### src/rtl/adc_grp_irq.sv
module adc_grp_irq #(
  parameter int NUM_PAIRS = 6
) (
  input  logic                 clk,
  input  logic                 rst_n,
  input  logic [NUM_PAIRS-1:0] done_i,
  input  logic [NUM_PAIRS-1:0] irq_en_i,
  input  logic                 rdy_clr_we_i,
  input  logic [NUM_PAIRS-1:0] rdy_clr_mask_i,
  input  logic                 flag_clr_i,
  output logic [NUM_PAIRS-1:0] rdy_o,
  output logic                 irq_req_o,
  output logic                 irq_flag_o
);

  localparam int NUM_CTRL = (NUM_PAIRS + 1) / 2;

  logic [NUM_PAIRS-1:0] rdy_q;
  logic [NUM_PAIRS-1:0] hit;
  logic [NUM_PAIRS-1:0] clr_vec;
  logic [NUM_PAIRS-1:0] fresh;
  logic [2*NUM_CTRL-1:0] en_words;
  logic                 flag_q;

  // enable bits viewed as two-pair control words
  assign en_words = {{(2*NUM_CTRL-NUM_PAIRS){1'b0}}, irq_en_i};

  genvar g;
  generate
    for (g = 0; g < NUM_PAIRS; g++) begin : g_pair
      assign hit[g] = done_i[g] & en_words[2*(g/2) + (g%2)];
    end
  endgenerate

  assign clr_vec   = rdy_clr_we_i ? rdy_clr_mask_i : '0;
  assign fresh     = hit & ~rdy_q;
  assign irq_req_o = |fresh;

  always_ff @(posedge clk) begin
    if (!rst_n) begin
      rdy_q  <= '0;
      flag_q <= 1'b0;
    end else begin
      rdy_q  <= (rdy_q & ~clr_vec) | hit;
      flag_q <= irq_req_o | (flag_q & ~flag_clr_i);
    end
  end

  assign rdy_o      = rdy_q;
  assign irq_flag_o = flag_q;

  AST_RDY_RESET: assert property (@(posedge clk) !rst_n |=> (rdy_o == '0 && !irq_flag_o));
  AST_RDY_ONLY_FROM_ENABLED: assert property (@(posedge clk) disable iff (!rst_n)
    ((rdy_o & ~$past(rdy_o) & ~$past(done_i & irq_en_i)) == '0));
  AST_REQ_NEEDS_SOURCE: assert property (@(posedge clk) disable iff (!rst_n)
    irq_req_o |-> ((done_i & irq_en_i & ~rdy_o) != '0));
  AST_FLAG_ON_REQ: assert property (@(posedge clk) disable iff (!rst_n)
    irq_req_o |=> irq_flag_o);
  AST_FLAG_HOLD: assert property (@(posedge clk) disable iff (!rst_n)
    (irq_flag_o && !flag_clr_i) |=> irq_flag_o);
  AST_NO_HW_RDY_CLEAR: assert property (@(posedge clk) disable iff (!rst_n)
    (rdy_o & ~(rdy_clr_we_i ? rdy_clr_mask_i : '0)) == (rdy_o & ~(rdy_clr_we_i ? rdy_clr_mask_i : '0))
    |=> (($past(rdy_o) & ~$past(rdy_clr_we_i ? rdy_clr_mask_i : '0) & ~rdy_o) == '0));
  AST_SET_BEATS_CLEAR: assert property (@(posedge clk) disable iff (!rst_n)
    1'b1 |=> (($past(done_i & irq_en_i) & ~rdy_o) == '0));

endmodule

### config.mk
export PLATFORM = sky130hd
export DESIGN_NAME = adc_grp_irq
export DESIGN_NICKNAME = d
export VERILOG_FILES = /design/src/rtl/adc_grp_irq.sv
export SDC_FILE = /design/constraint.sdc
export NUM_CORES = 1
export LEC_CHECK = 0
export ABC_AREA = 1
export BUFFER_PORTS_ARGS = -buffer_cell sky130_fd_sc_hd__buf_2
export CORE_AREA = 2 2 39 41
export DETAILED_ROUTE_END_ITERATION = 12
export DIE_AREA = 0 0 41 43
export PLACE_DENSITY = 0.61
export SETUP_SLACK_MARGIN = 0.5
export SYNTH_ARGS = -nofsm -noshare
export SYNTH_HDL_FRONTEND = slang
export SYNTH_SLANG_ARGS = --single-unit
### constraint.sdc
create_clock -name clk -period 1.48 [get_ports clk]
set_clock_uncertainty 0.1 [all_clocks]
set_input_delay 0.074 -clock clk [delete_from_list [all_inputs] [get_ports clk]]
set_output_delay 0.074 -clock clk [all_outputs]
set_load 0.02 [all_outputs]
After elaboration in Yosys (flattened, before gate mapping). Index checks and enable logic that the tools add are counted.

Bitwise logic cells: 14. Reduce and logical (&&, ||, !) cells: 1. Mux-type cells: 1.

Operator list (number): 6-bit bitwise AND (2); 6-bit NOT (2); 1-bit bitwise AND (7); 6-bit 2-to-1 mux (1); 6-bit bitwise OR (1); 6-bit OR reduction (1); 1-bit NOT (1); 1-bit bitwise OR (1).

Output and inout port bits: 8. Bits in registers: 7. Bits of input ports: 22.

Depth between registers and ports, before layout.
Word-level depth: 4. Gate-level depth with buffers: 7. Gate-level depth less buffers: 7.

Worst setup path after synthesis. OpenSTA, ideal clock, no wires.

Path kind: reg-to-reg. From: register rdy_q[2], in the netlist rdy_o[2]. To: register flag_q, in the netlist irq_flag_o. Clock period less this slack: 1070 ps. Arrival: 861 ps. Setup slack: 410 ps. Required time: 1271 ps. Stages on the path, launching flop included: 8. Cells stage by stage: dfxtp_1 > inv_1 > nand3_1 > nand2_1 > nor2_2 > nand3_1 > nand2_1 > inv_1.

Cells in the longest elaborated chain, start to end: 4.

RTL lines: from (decl) (RTL line 18) `logic [NUM_PAIRS-1:0] rdy_q;`; from (signal assigned) (RTL line 44) `rdy_q <= (rdy_q & ~clr_vec) | hit;`; 6-bit NOT (RTL line 36) `assign fresh = hit & ~rdy_q;`; 6-bit bitwise AND (RTL line 36); 6-bit OR reduction (RTL line 37) `assign irq_req_o = |fresh;`; 1-bit bitwise OR (RTL line 45) `flag_q <= irq_req_o | (flag_q & ~flag_clr_i);`; to (signal assigned) (RTL line 45); to (decl) (RTL line 23) `logic flag_q;`.

Every way passes these cells. A chain may end at the register's enable or synchronous reset.

Final worst setup path.
From: register rdy_q[3], in the netlist rdy_o[3]. To: output port irq_req_o.

Cells in the longest elaborated chain, start to end: 3.

RTL lines: 6-bit NOT (RTL line 36); 6-bit bitwise AND (RTL line 36); 6-bit OR reduction (RTL line 37); to (decl) (RTL line 12) `output logic irq_req_o,`.

Every way passes these cells.

==> flow_summary.json <==
{
  "status": "finished, final reports clean",
  "multi_input_area_um2": 178.9,
  "ys_types": 7,
  "antenna_found_initial": 0,
  "hp-class": "input port to flop",
  "crit_type": "flop to output port",
  "maxSlewHeadroom_pct": 85.86,
  "yosys_register_bits": 7,
  "power_leakage_nw": 0.4039,
  "nNetsFinal": 130,
  "cts_tree": "done",
  "maxSlewViolCount": 0,
  "wirelength_mm": 1.094,
  "fin_total_pwr_uw": 560.6,
  "grt_use_total_pct": 13.80,
  "numCtsBuffers": 3,
  "synth.area.top_cells": "dfxtp_1, nand2_1, a21oi_1",
  "drv_cap": 0,
  "reg2reg_depth": 9,
  "grt_pass1_vias": 458,
  "grt_max_degree": 7,
  "period_share_pct": 82.94,
  "htree_num_levels": 1,
  "place_congestion": 0.6618,
  "p_per_area_nw_per_um2": 718.0,
  "max_slew.worst_pin.slew_ns": 0.2119,
  "drc": 0,
  "initial_core_util_pct": 23.51,
  "r2r_end": "irq_flag_o",
  "n_antenna_cell": 0,
  "setup-violations-final": 0,
  "stdcell_count": 123,
  "whs_path_depth": 4,
  "cts-root-buf": "clkbuf_4",
  "num-fill-cells": 128,
  "die_area_um2": 1763,
  "core_um2": 1384,
  "grt_overflow": 0,
  "rows": 14,
  "ys_async_sr_fraction_pct": 0,
  "synthToLayoutAreaGrowth_pct": 140.0,
  "grt_pass1_wl_mm": 1.711,
  "regArea_um2": 152.6,
  "synthFlopType": "dfxtp_1",
  "drive_above_1_share_pct": 47.66,
  "dieHeight_um": 43,
  "synth_top_cell_by_area": "dfxtp_1",
  "critPathCaptureType": "output port",
  "wl_per_cell_um": 8.894,
  "min_from": "rdy_clr_we_i",
  "finalSetupTns_ns": 0,
  "io_pins": 30,
  "syn-cell-area_um2": 325.3,
  "syn_avg_cell_area_um2": 6.256,
  "yosysTopAreaCellShare_pct": 43.08,
  "synth_fp_nets": 74,
  "dpl.hpwl_um": 733.9,
  "yosys-top-cells-count": "nand2_1, dfxtp_1, inv_1",
  "rrSetupSlack_ns": 0.33,
  "worstSetupStartpointType": "flop",
  "port_buffers": 29,
  "die_w_um": 41,
  "vias": 518,
  "hold_viol": 0,
  "ctsLongestPathBuffers": 2,
  "path_clk_slew_ns": 0.06,
  "synth_warnings": 0,
  "critPathMaxFanout": 2,
  "routed_via_density": 4.211,
  "synth_edf_count": 0,
  "required_ns": 1.31,
  "rsz0062_at_grt": "true",
  "clk_latency_ns": 0.25,
  "drt_iter0_drc": 3,
  "ir_worst_vdd_v": 0.0004739,
  "antenna_left": 0,
  "ys_seq_area_share_pct": 43.08,
  "clock_sinks": 7,
  "fmax_mhz": 814.7,
  "min_period_ns": 1.227,
  "syn_inst": 52,
  "post-route-util_pct": 56.42,
  "min_to": "rdy_o[4]",
  "synth.most_common_cell": "nand2_1",
  "arrival_ns": 1.05,
  "place_inst": 97,
  "reg2reg_from": "rdy_o[3]",
  "firstDrtPassIters": 4
}
[power by group]
group	internal (mW)	switching (mW)	total (mW)
logic	0.101	0.0761	0.177
clock network	0.103	0.0714	0.174
registers	0.202	0.00772	0.209
total	0.405	0.155	0.561
[per-stage QoR]
stage               hold slack [ns]  setup WS (ns)  cell area (µm²)
finish                      0.07412         0.2526            780.7
global route                0.09850         0.1861            780.7
CTS                         0.07539         0.2552            725.7
detailed placement           0.1838         0.4919            503.0
global placement             0.1723         0.4916            503.0
floorplan                   0.07163         0.5075            337.8
[flip-flops by register name (all words and copies together), names as in the netlist]
signal,count
rdy_o,6
irq_flag_o,1
[worst max-delay path by stage]
stage,slack [ns],cells past startpoint,endpoint,startpoint
finish,0.25,6,irq_req_o,rdy_o[3]
global route,0.19,6,irq_req_o,rdy_o[2]
CTS,0.26,6,irq_req_o,rdy_o[1]
detailed placement,0.49,7,irq_flag_o,rdy_o[2]
global placement,0.49,6,irq_req_o,rdy_o[2]
floorplan,0.51,7,irq_flag_o,rdy_o[2]
[cell type report]
class	instances	share of cell area (%)
Clock buffer	4	3.365
Inverter	7	3.365
Multi-Input combinational cell	38	22.92
Sequential cell	7	19.55
Tap cell	16	2.564
Timing Repair Buffer	51	48.24
[logic make-up after synthesis]
kind of cell	count (synthesis)	share of synthesized area, %
simple gates	32	39.61
buf+inv	7	8.078
compound gates	6	9.231
flops	7	43.08
[timing repair]
item / in CTS / in global routing
endpoints found under the setup margin: 2 / 4
buffers inserted: 4 / 2
hold buffers: 16 / 0
gates resized for setup: 2 / 12
hold endpoints to repair: 7 / 0
pin swaps: 2 / 3
[placed cells by master (no fill, tap or decap), drive strengths merged]
master and n:
buf 35, nor2 4, dfxtp 7, dlygate4sd3 16
nand2 23, inv 7, a21oi 6, nand3 5
clkbuf 4
[worst max-delay path: stages, from the launching register on]
cell and delay, ns:
dfxtp_4 0.34, inv_2 0.03, nand3_2 0.04, nand2_1 0.06
nor2_2 0.12, nand2_1 0.08, buf_6 0.13
[per-layer routing]
metal  global-route usage [%]  wire length, µm  part of all wire [%]  vias up
met4                    4.000                0                     0        0
met2                    22.19              516                    47       28
li1                         -                -                     -      273
met1                    17.53              466                    43      217
met3                    3.141              111                    10        0
met5                        0                0                     0        -
Note: power is estimated with default switching activity, not from simulation.
